File: config.mk
export PLATFORM = sky130hd
export DESIGN_NAME = trace_ring_sink
export DESIGN_NICKNAME = d
export VERILOG_FILES = /design/src/rtl/trs_pkg.sv /design/src/rtl/trs_datapath.sv /design/src/rtl/trs_ctrl.sv /design/src/rtl/trace_ring_sink.sv
export SDC_FILE = /design/constraint.sdc
export NUM_CORES = 2
export LEC_CHECK = 0
export ABC_AREA = 1
export BUFFER_PORTS_ARGS = -buffer_cell sky130_fd_sc_hd__buf_2
export CAP_MARGIN = 20
export CELL_PAD_IN_SITES_DETAIL_PLACEMENT = 1
export CELL_PAD_IN_SITES_GLOBAL_PLACEMENT = 1
export CORE_MARGIN = 10
export CORE_UTILIZATION = 46
export CTS_CLUSTER_SIZE = 8
export DETAILED_ROUTE_END_ITERATION = 16
export GPL_ROUTABILITY_DRIVEN = 0
export PLACE_DENSITY_LB_ADDON = 0.1
export SETUP_SLACK_MARGIN = 0.15
export SYNTH_ARGS = -nofsm -noshare
export SYNTH_HDL_FRONTEND = slang
export SYNTH_SLANG_ARGS = --single-unit
File: constraint.sdc
create_clock -name clk -period 4.61 [get_ports clk]
set_input_delay 0.6915 -clock clk [delete_from_list [all_inputs] [get_ports clk]]
set_output_delay 0.6915 -clock clk [all_outputs]
set_load 0.01 [all_outputs]
File: src/rtl/trs_pkg.sv
package trs_pkg;
  localparam logic [11:0] ADDR_DEPTH = 12'h004;
  localparam logic [11:0] ADDR_STAT  = 12'h00C;
  localparam logic [11:0] ADDR_RDATA = 12'h010;
  localparam logic [11:0] ADDR_RPTR  = 12'h014;
  localparam logic [11:0] ADDR_WPTR  = 12'h018;
  localparam logic [11:0] ADDR_TRIG  = 12'h01C;
  localparam logic [11:0] ADDR_CTRL  = 12'h020;
  localparam logic [11:0] ADDR_WDATA = 12'h024;
  localparam logic [11:0] ADDR_FSTAT = 12'h300;
  localparam logic [11:0] ADDR_FCTRL = 12'h304;
  localparam logic [11:0] ADDR_LOCK  = 12'hFB0;
  localparam logic [11:0] ADDR_LSTAT = 12'hFB4;

  typedef enum logic [1:0] {CAP_STOPPED, CAP_RUN, CAP_PAD} capState_e;

  typedef struct packed {
    logic captureWe;
    logic padWe;
    logic swWe;
    logic rdAdvance;
    logic setRp;
    logic setWp;
  } ramStrobe_t;
endpackage

File: src/rtl/trs_datapath.sv
module trs_datapath
  import trs_pkg::*;
#(
  parameter int DEPTH = 64,
  parameter int PTR_W = 6
) (
  input  logic             clk,
  input  logic             rstN,
  input  ramStrobe_t       strobe,
  input  logic [31:0]      traceData,
  input  logic [31:0]      regWdata,
  output logic [PTR_W-1:0] wrPtr,
  output logic [PTR_W-1:0] rdPtr,
  output logic             wrapped,
  output logic [31:0]      rdWord
);
  localparam logic [PTR_W-1:0] LAST_IDX = PTR_W'(DEPTH - 1);

  logic [31:0] mem [DEPTH];
  logic        wrEn;
  logic [31:0] wrWord;
  logic [PTR_W-1:0] ptrIn;

  function automatic logic [PTR_W-1:0] stepPtr(input logic [PTR_W-1:0] p);
    return (p == LAST_IDX) ? '0 : p + 1'b1;
  endfunction

  assign wrEn   = strobe.captureWe | strobe.padWe | strobe.swWe;
  assign wrWord = strobe.captureWe ? traceData : (strobe.swWe ? regWdata : 32'h0);
  assign ptrIn  = (regWdata[PTR_W-1:0] > LAST_IDX) ? '0 : regWdata[PTR_W-1:0];
  assign rdWord = mem[rdPtr];

  always_ff @(posedge clk) begin
    if (wrEn) mem[wrPtr] <= wrWord;
  end

  always_ff @(posedge clk) begin
    if (!rstN) begin
      wrPtr   <= '0;
      wrapped <= 1'b0;
    end else if (strobe.setWp) begin
      wrPtr   <= ptrIn;
      wrapped <= 1'b0;
    end else if (wrEn) begin
      wrPtr <= stepPtr(wrPtr);
      if (wrPtr == LAST_IDX) wrapped <= 1'b1;
    end
  end

  always_ff @(posedge clk) begin
    if (!rstN)                 rdPtr <= '0;
    else if (strobe.setRp)     rdPtr <= ptrIn;
    else if (strobe.rdAdvance) rdPtr <= stepPtr(rdPtr);
  end

  // at most one source writes the RAM in any cycle
  assert_one_writer_R6: assert property (@(posedge clk) disable iff (!rstN)
    $onehot0({strobe.captureWe, strobe.padWe, strobe.swWe}));

  assert_wrap_sticky_R4: assert property (@(posedge clk) disable iff (!rstN)
    wrapped && !strobe.setWp |=> wrapped);

  assert_wp_step_R3: assert property (@(posedge clk) disable iff (!rstN)
    wrEn && !strobe.setWp |=> wrPtr == stepPtr($past(wrPtr)));

  assert_rp_step_R5: assert property (@(posedge clk) disable iff (!rstN)
    strobe.rdAdvance && !strobe.setRp |=> rdPtr == stepPtr($past(rdPtr)));
endmodule

File: src/rtl/trs_ctrl.sv
module trs_ctrl
  import trs_pkg::*;
#(
  parameter int          DEPTH       = 64,
  parameter int          PTR_W       = 6,
  parameter int          FRAME_WORDS = 4,
  parameter int          CNT_W       = 16,
  parameter logic [31:0] UNLOCK_KEY  = 32'h5EC0_0DE1
) (
  input  logic             clk,
  input  logic             rstN,
  input  logic [11:0]      regAddr,
  input  logic             regWr,
  input  logic             regRd,
  input  logic [31:0]      regWdata,
  output logic [31:0]      regRdata,
  input  logic             traceValid,
  input  logic             traceTrigger,
  output logic             flushReq,
  input  logic             flushDone,
  input  logic [PTR_W-1:0] wrPtr,
  input  logic [PTR_W-1:0] rdPtr,
  input  logic             wrapped,
  input  logic [31:0]      rdWord,
  output ramStrobe_t       strobe
);
  localparam logic [PTR_W-1:0] FRAME_MASK = PTR_W'(FRAME_WORDS - 1);

  capState_e  state;
  logic       locked, armed, fmtEn, stopOnFlush, stopOnTrig, flushPend;
  logic [CNT_W-1:0] trigCnt;

  logic wrOk, ctrlWr, idle, startCap, trigStop, flushStop, stopNow;
  logic frameAligned, padNeed;

  assign wrOk         = regWr && !locked;
  assign ctrlWr       = wrOk && (regAddr == ADDR_CTRL);
  assign idle         = (state == CAP_STOPPED);
  assign startCap     = ctrlWr && regWdata[0] && idle;
  assign trigStop     = stopOnTrig && armed && (trigCnt == '0);
  assign flushStop    = stopOnFlush && flushPend && flushDone;
  assign stopNow      = (state == CAP_RUN) &&
                        ((ctrlWr && !regWdata[0]) || trigStop || flushStop);
  assign frameAligned = ((wrPtr & FRAME_MASK) == '0);
  assign padNeed      = (state == CAP_PAD) && fmtEn && !frameAligned;
  assign flushReq     = flushPend;

  always_comb begin
    strobe.captureWe = (state == CAP_RUN) && traceValid && !stopNow;
    strobe.padWe     = padNeed;
    strobe.swWe      = wrOk && idle && (regAddr == ADDR_WDATA);
    strobe.setRp     = wrOk && idle && (regAddr == ADDR_RPTR);
    strobe.setWp     = wrOk && idle && (regAddr == ADDR_WPTR);
    strobe.rdAdvance = regRd && (regAddr == ADDR_RDATA);
  end

  always_ff @(posedge clk) begin
    if (!rstN) state <= CAP_STOPPED;
    else begin
      unique case (state)
        CAP_STOPPED: if (startCap) state <= CAP_RUN;
        CAP_RUN:     if (stopNow)  state <= CAP_PAD;
        CAP_PAD:     if (!padNeed) state <= CAP_STOPPED;
        default:     state <= CAP_STOPPED;
      endcase
    end
  end

  always_ff @(posedge clk) begin
    if (!rstN) begin
      locked      <= 1'b1;
      armed       <= 1'b0;
      trigCnt     <= '0;
      fmtEn       <= 1'b0;
      stopOnFlush <= 1'b0;
      stopOnTrig  <= 1'b0;
      flushPend   <= 1'b0;
    end else begin
      if (regWr && regAddr == ADDR_LOCK) locked <= (regWdata != UNLOCK_KEY);

      if (startCap) armed <= 1'b0;
      else if (state == CAP_RUN && traceTrigger) armed <= 1'b1;

      if (wrOk && regAddr == ADDR_TRIG) trigCnt <= regWdata[CNT_W-1:0];
      else if (strobe.captureWe && armed && trigCnt != '0) trigCnt <= trigCnt - 1'b1;

      if (wrOk && regAddr == ADDR_FCTRL) begin
        fmtEn       <= regWdata[0];
        stopOnFlush <= regWdata[12];
        stopOnTrig  <= regWdata[13];
      end

      if (wrOk && regAddr == ADDR_FCTRL && regWdata[6]) flushPend <= 1'b1;
      else if (flushDone) flushPend <= 1'b0;
    end
  end

  always_comb begin
    regRdata = '0;
    unique case (regAddr)
      ADDR_DEPTH: regRdata = 32'(DEPTH);
      ADDR_STAT:  regRdata[0] = wrapped;
      ADDR_RDATA: regRdata = rdWord;
      ADDR_RPTR:  regRdata = 32'(rdPtr);
      ADDR_WPTR:  regRdata = 32'(wrPtr);
      ADDR_TRIG:  regRdata = 32'(trigCnt);
      ADDR_CTRL:  regRdata[0] = !idle;
      ADDR_FSTAT: regRdata[1:0] = {idle, flushPend};
      ADDR_FCTRL: begin
        regRdata[0]  = fmtEn;
        regRdata[6]  = flushPend;
        regRdata[12] = stopOnFlush;
        regRdata[13] = stopOnTrig;
      end
      ADDR_LSTAT: regRdata[1] = locked;
      default:    regRdata = '0;
    endcase
  end

  assert_flush_release_R8: assert property (@(posedge clk) disable iff (!rstN)
    $fell(flushReq) |-> $past(flushDone));

  assert_locked_hold_R2: assert property (@(posedge clk) disable iff (!rstN)
    locked && regWr && regAddr != ADDR_LOCK |=> $stable({fmtEn, stopOnFlush, stopOnTrig}));

  assert_pad_aligned_R10: assert property (@(posedge clk) disable iff (!rstN)
    $past(state) == CAP_PAD && idle && $past(fmtEn) |-> frameAligned);

  assert_trig_stop_R7: assert property (@(posedge clk) disable iff (!rstN)
    state == CAP_RUN && trigStop |=> state == CAP_PAD);
endmodule

File: src/rtl/trace_ring_sink.sv
module trace_ring_sink
  import trs_pkg::*;
#(
  parameter int          DEPTH       = 64,
  parameter int          FRAME_WORDS = 4,
  parameter int          CNT_W       = 16,
  parameter logic [31:0] UNLOCK_KEY  = 32'h5EC0_0DE1
) (
  input  logic        clk,
  input  logic        rstN,
  input  logic [11:0] regAddr,
  input  logic        regWr,
  input  logic        regRd,
  input  logic [31:0] regWdata,
  output logic [31:0] regRdata,
  input  logic        traceValid,
  input  logic [31:0] traceData,
  input  logic        traceTrigger,
  output logic        flushReq,
  input  logic        flushDone
);
  localparam int PTR_W = (DEPTH > 1) ? $clog2(DEPTH) : 1;

  ramStrobe_t       strobe;
  logic [PTR_W-1:0] wrPtr, rdPtr;
  logic             wrapped;
  logic [31:0]      rdWord;

  trs_ctrl #(
    .DEPTH(DEPTH), .PTR_W(PTR_W), .FRAME_WORDS(FRAME_WORDS),
    .CNT_W(CNT_W), .UNLOCK_KEY(UNLOCK_KEY)
  ) ctrl (
    .clk(clk), .rstN(rstN), .regAddr(regAddr), .regWr(regWr), .regRd(regRd),
    .regWdata(regWdata), .regRdata(regRdata), .traceValid(traceValid),
    .traceTrigger(traceTrigger), .flushReq(flushReq), .flushDone(flushDone),
    .wrPtr(wrPtr), .rdPtr(rdPtr), .wrapped(wrapped), .rdWord(rdWord),
    .strobe(strobe)
  );

  trs_datapath #(.DEPTH(DEPTH), .PTR_W(PTR_W)) data (
    .clk(clk), .rstN(rstN), .strobe(strobe), .traceData(traceData),
    .regWdata(regWdata), .wrPtr(wrPtr), .rdPtr(rdPtr), .wrapped(wrapped),
    .rdWord(rdWord)
  );
endmodule

==> After elaboration in Yosys (flattened, before gate mapping) <==
Memories as Yosys holds them, arrays and structs flattened. A register that Yosys moved wholly into a read port is not among the register bits.
Index checks and enable logic that the tools add are counted.
{ "classes": {"div_mod_pow": 0, "mul": 0, "order_cmp": 1, "bitwise_logic": 3, "eq_ne": 20, "addsub": 3, "mux": 28, "shift": 0, "reduce_logical": 45} }
{ "ops": {"columns": ["op", "n"], "rows": [
  ["$mux W32", 2],
  ["$mux W6", 9],
  ["$eq A12 B5 Y1 const B", 4],
  ["$pmux W18 S2", 1],
  ["$mux W16", 2],
  ["$ne A32 B31 Y1 const B", 1],
  ["$logic_and A1 B1 Y1", 26],
  ["$eq A12 B10 Y1 const B", 2],
  ["$eq A12 B12 Y1 const B", 2],
  ["$eq A12 B6 Y1 const B", 2],
  ["$logic_not A16 Y1", 1],
  ["$pmux W4 S4", 1],
  ["$reduce_bool A16 Y1", 1],
  ["$sub A16 B1 Y16 const B", 1],
  ["$add A6 B1 Y6 const B", 2],
  ["$eq A12 B3 Y1 const B", 1],
  ["$eq A12 B4 Y1 const B", 1],
  ["$eq A6 B6 Y1 const B", 2],
  ["$pmux W2 S3", 2],
  ["$pmux W5 S2", 1],
  ["$pmux W1 S8", 1],
  ["$reduce_bool A2 Y1", 4],
  ["$gt A6 B6 Y1 const B", 1],
  ["$logic_not A6 Y1", 1],
  ["other kinds (16)", 29]
]} }
{ "word_totals": {"input_bits": 83, "n_memories": 1, "rom_bits": 0, "ff_bits": 37, "out_inout_bits": 33, "latch_bits": 0, "ram_bits": 2048, "elab_cells": 112} }
{ "memory_table": {"columns": ["name", "words", "word_bits", "read_ports", "rd_clocked_by_memory_dff", "write_ports", "line", "text"], "rows": [
  ["data.mem", 64, 32, 1, 1, 1, "trs_datapath.sv:19", "logic [31:0] mem [DEPTH];"]
]} }

==> Depth between registers and ports, before layout <==
{ "logic_depth": {"depth_word": 13, "mapped_depth": 14, "mapped_depth_nobuf": 12} }

==> Modules after synthesis <==
A second synthesis with hierarchy kept.
{ "unflattened": {"hier_cells": 7362, "hier_area_um2": 85812.3} }
{ "modules_own_cells": {"columns": ["module", "seq_area_each_um2", "n_inst", "area_each_um2", "cells_each"], "rows": [
  ["trs_datapath", 61879.3, 1, 83425.0, 6949],
  ["trs_ctrl", 480.5, 1, 2387.3, 413]
]} }

==> Least setup slack after synthesis <==
OpenSTA, ideal clock, no wires.
{ "synth_path": {"kind": "input-to-reg", "start": "input regAddr[11]", "end": "memory data.mem[0][18], data pin", "path_stages": 7, "setup_ns": 0.702, "setup_slack_ns": -0.242, "n_path_buf": 2, "required_time_ns": 3.908, "arrival_ns": 4.150, "path_cell_list": "nor2_1 > nand2_2 > nor2_4 > nand3_1 > clkbuf_1 > clkbuf_1 > o21ai_0"} }
{ "synth_via": {"elab_chain_cells": 9, "word_cells_on_any_way": 12, "cone_classes": "eq/ne (2); mux (2); reduce/logical (8)"} }
{ "synth_lines": {"columns": ["item", "line", "text"], "rows": [
  ["start, declared", "trace_ring_sink.sv:11", "input logic [11:0] regAddr,"],
  ["$eq A12 B6 Y1", "trs_ctrl.sv:37", "assign ctrlWr = wrOk && (regAddr == ADDR_CTRL);"],
  ["$logic_and A1 B1 Y1", "trs_ctrl.sv:37", null],
  ["$logic_and A1 B1 Y1", "trs_ctrl.sv:43", "((ctrlWr && !regWdata[0]) || trigStop || flushStop);"],
  ["$logic_or A1 B1 Y1 (2 in a row)", "trs_ctrl.sv:43", null],
  ["$logic_and A1 B1 Y1", "trs_ctrl.sv:42", "assign stopNow = (state == CAP_RUN) &&"],
  ["$logic_not A1 Y1", "trs_ctrl.sv:49", "strobe.captureWe = (state == CAP_RUN) && traceValid && !stopNow;"],
  ["$logic_and A1 B1 Y1", "trs_ctrl.sv:49", null],
  ["$mux W32 *", "trs_datapath.sv:29", "assign wrWord = strobe.captureWe ? traceData : (strobe.swWe ? regWdata : 32'h0);"],
  ["named net data.wrWord[18]", "trs_datapath.sv:21", "logic [31:0] wrWord;"],
  ["end, declared", "trs_datapath.sv:19", null]
]} }
Mark *: on every way through the listed nets, which the timed path passes. The rest lies on a longest branch.

==> flow_summary_export.csv <==
group,metric,value,unit
pwr,worst_ir_drop_vdd,0.423,mV
route,drt_wl_total,303000,um
placed_design,io_buffers,115,
timing,tightest_slew,1.13,ns
cts,clock_latency,0.95,ns
setup_path,crit_slowest_cell,"dfxtp_4",
cts,cts_buffer_depth,4,
timing,slew_viol_final,0,
route,firstDrtPassIters,6,
timing,min_period,4.50,ns
global_routing,grt_pass1_vias,63495,
global_routing,grt_start_max_net_pins,105,
timing,rsz0062_at_grt,"true",
layout,drive_gt1_frac,0.117,
setup_path,worstSetupStartpointType,"register",
logic_synthesis,synthArstFlopShare,0,
setup_path,regToRegSetupSlack,0.81,ns
min_path,hold_path_class,"in2reg",
layout,nets,7748,
logic_synthesis,synthesis.nets,7504,
setup_path,end_kind,"primary output",
setup_path,critPathKind,"reg2out",
layout,final_util,0.539,
placed_design,dpl_cell_area,91100,um2
cts,path_clk_slew,0.05,ns
floorplan,core,185000,um2
route,ant_nets,0,
setup_path,max_stage_delay,0.49,ns
logic_synthesis,synth-edff-count,2048,
layout,area_growth,16.5,%
min_path,hold_depth,3,
layout,multi_input_area,21800,um2
setup_path,cpLargestDelayFamily,"simple AND/OR/NAND/NOR gates",
min_path,hold_end,"ctrl.stopOnTrig$_SDFFE_PN0P_",
pwr,leakage,38.4,nW
logic_synthesis,postSynthRegisterBits,2091,
cts,cts_max_level,5,
logic_synthesis,yosys_warnings,0,
timing,hold_viol,0,
timing,min_period_over_period,0.977,
floorplan,placementRows,158,
floorplan,start_util,0.463,
timing,skew,0.0598,ns
setup_path,required,3.92,ns
setup_path,worstPathArrival,3.81,ns
pwr,powerDensity,406,nW/um2
setup_path,crit_chain,"buf_12 > clkinv_16 > buf_12 > nand2_1 > nand3_1 > nand3_1 > nand3_1 > nand3_1 > nand3_2 > nand3_1 > nand2_1 > buf_2",
setup_path,crit_fanout,29,
min_path,hold_start,"regWdata[13]",
floorplan,die_h,452,um
logic_synthesis,seq_area_frac_synth,0.726,
route,wl_per_cell,29.8,um
placed_design,place_hpwl,169000,um
cts,cts_root_buf,"clkbuf_16",
global_routing,grt_remaining_overflow,0,
setup_path,cpMostUsedCell,"nand3_1",
cts,clkSinkCount,2091,
logic_synthesis,syn_area_per_cell,11.6,um2
status,status,"finished, final reports clean",
route,viasPerCell,6.03,
setup_path,r2r_cells,8,
setup_path,timing.rr.end,"data.mem[50][3]$_DFFE_PP_",
timing,max_freq,222,MHz
global_routing,antenna_found_initial,11,
logic_synthesis,yosysUniqueCellTypes,43,
route,first_iter_violations,6536,
layout,fin_area,100000,um2
floorplan,die_area,204000,um2
route,drc,0,
logic_synthesis,synthCells,7416,
route,vias,61500,
floorplan,pin_count,116,
logic_synthesis,syn_area,85800,um2
setup_path,r2r_start,"data.wrPtr[1]$_SDFFE_PN0P_",
cts,cts_buffers,311,
global_routing,grtUsageTotal,0.288,
layout,ff_latch_area,62400,um2
logic_synthesis,synth_flop_cell,"edfxtp_1",
setup_path,cp_num_buf_inv,4,
global_routing,grt_pass1_wl,436000,um
cts,tritoncts,"done",
job,max_cap_viol_count,0,
timing,relSlewSlack,0.245,
timing,setup_viol,0,
floorplan,die_x,452,um
layout,num-fill-cells,18937,
[worst reg2reg max path: cells and delay by family, from the launching register on]
family	cells	cell delay, ns
AND/OR/NAND/NOR	4	1.60
flip-flops	1	0.50
adder cells (fa/ha/maj)	1	0.30
AO/OA/AOI/OAI	1	0.24
buffers and inverters	2	0.78
[layout by cell type (no fill, tap or decap), types with 9 or more instances in the layout]
master,instances
edfxtp_1,2048
buf_2,115
buf_12,79
o22ai_1,32
dfxtp_1,37
o21ai_4,32
nand4_1,18
o21ai_0,78
buf_16,14
buf_4,168
inv_2,11
nand2_2,14
nand2_1,2464
nor2_4,70
xor2_1,9
inv_1,94
nor3_1,12
a21oi_1,63
clkbuf_1,36
nor2_1,129
clkbuf_16,320
nand3_1,1745
nand3_2,25
[cell type report]
type,count,share of cell area
sequential,2091,0.624
multi-input combinational,4750,0.218
clock buffer,351,0.0802
timing repair buffer,390,0.0407
tap,2480,0.0310
inverter,112,0.00489
clock inverter,9,0.000889
timing repair inverter,4,0.000400
antenna,4,0.000100
[registers in the layout, indices dropped and copies added (netlist names), named ones only]
signal and flops:
ctrl.stopOnTrig 1, data.wrPtr 6, ctrl.trigCnt 16, ctrl.state 2, ctrl.locked 1, data.rdPtr 6, ctrl.armed 1, ctrl.flushReq 1
ctrl.stopOnFlush 1, ctrl.fmtEn 1, data.wrapped 1, data.mem 2048
[routing by layer]
metal  part of all wire  up-vias  global-route usage  wire [um]
met1               0.40    31700               0.384     123000
met3              0.078      554              0.0483      23800
li1                   -    26539                   -          -
met4              0.039        4               0.110      11800
met2               0.48     2703               0.474     145000
met5            0.00010        -                   0         31
[worst max path at each step]
| stage | from | end | depth (start not counted) |
|---|---|---|---|
| floorplan | regAddr[11] | data.mem[0][18]$_DFFE_PP_ | 7 |
| global placement | register | regRdata[29] | 12 |
| detailed placement | register | regRdata[29] | 12 |
| CTS | register | regRdata[29] | 13 |
| global route | register | regRdata[8] | 14 |
| finish | register | regRdata[0] | 12 |
[through the flow]
step | hold slack [ns] | instances | setup TNS [ns] | power (mW) | worst slack, ns
detailed placement | 0.487 | 9799 | 0 | 21.0 | 0.659
global route | 0.104 | 10187 | 0 | 41.6 | 0.135
global placement | 0.471 | 9798 | 0 | 21.0 | 0.697
floorplan | 0.438 | 7416 | -203.64 | 21.0 | -0.242
finish | 0.0658 | 10191 | 0 | 40.6 | 0.107
CTS | 0.0182 | 10169 | 0 | 40.8 | 0.0404
[where the power goes]
group / switching [mW] / internal [mW]
Sequential: 0.0000278 / 20.6
Clock: 7.84 / 12.0
Combinational: 0.0631 / 0.0332
Total: 7.90 / 32.7
[cells by family after synthesis]
logic type,share of synthesized area
and+or+nand+nor,0.226
DFF,0.726
buffers and inverters,0.0317
AOI/OAI and AO/OA,0.0144
xor gates and xnor gates,0.00102
adders and majority gates,0.000729
[cell usage after synthesis (3+ instances only)]
library cell,instances,share of area
nor3_1,12,0.00070
nand3_1,1771,0.10
nand2_1,2467,0.11
nor2_4,6,0.00079
dfxtp_1,43,0.010
buf_1,69,0.0030
nor2_2,3,0.00022
ha_1,5,0.00073
o22ai_1,32,0.0023
o21ai_0,104,0.0061
nand4_1,18,0.0013
nand4_4,3,0.00074
nand2_2,11,0.00080
inv_1,95,0.0042
inv_2,15,0.00066
nor4_1,6,0.00044
a21oi_1,66,0.0038
a211oi_1,6,0.00052
clkbuf_1,78,0.0034
edfxtp_1,2048,0.72
nor2_1,198,0.0087
xor2_1,9,0.00092
buf_6,12,0.0016
o21ai_1,11,0.00064
buf_2,267,0.016
buf_4,37,0.0032
[what timing repair did]
item,CTS,global route
gates cloned,4,7
buffers inserted,4,5
hold endpoints to repair,2,0
setup endpoints to repair,32,27
pin swaps,0,0
hold buffers,2,0
resized for setup,30,30
Note: power is estimated with default switching activity, not from simulation.
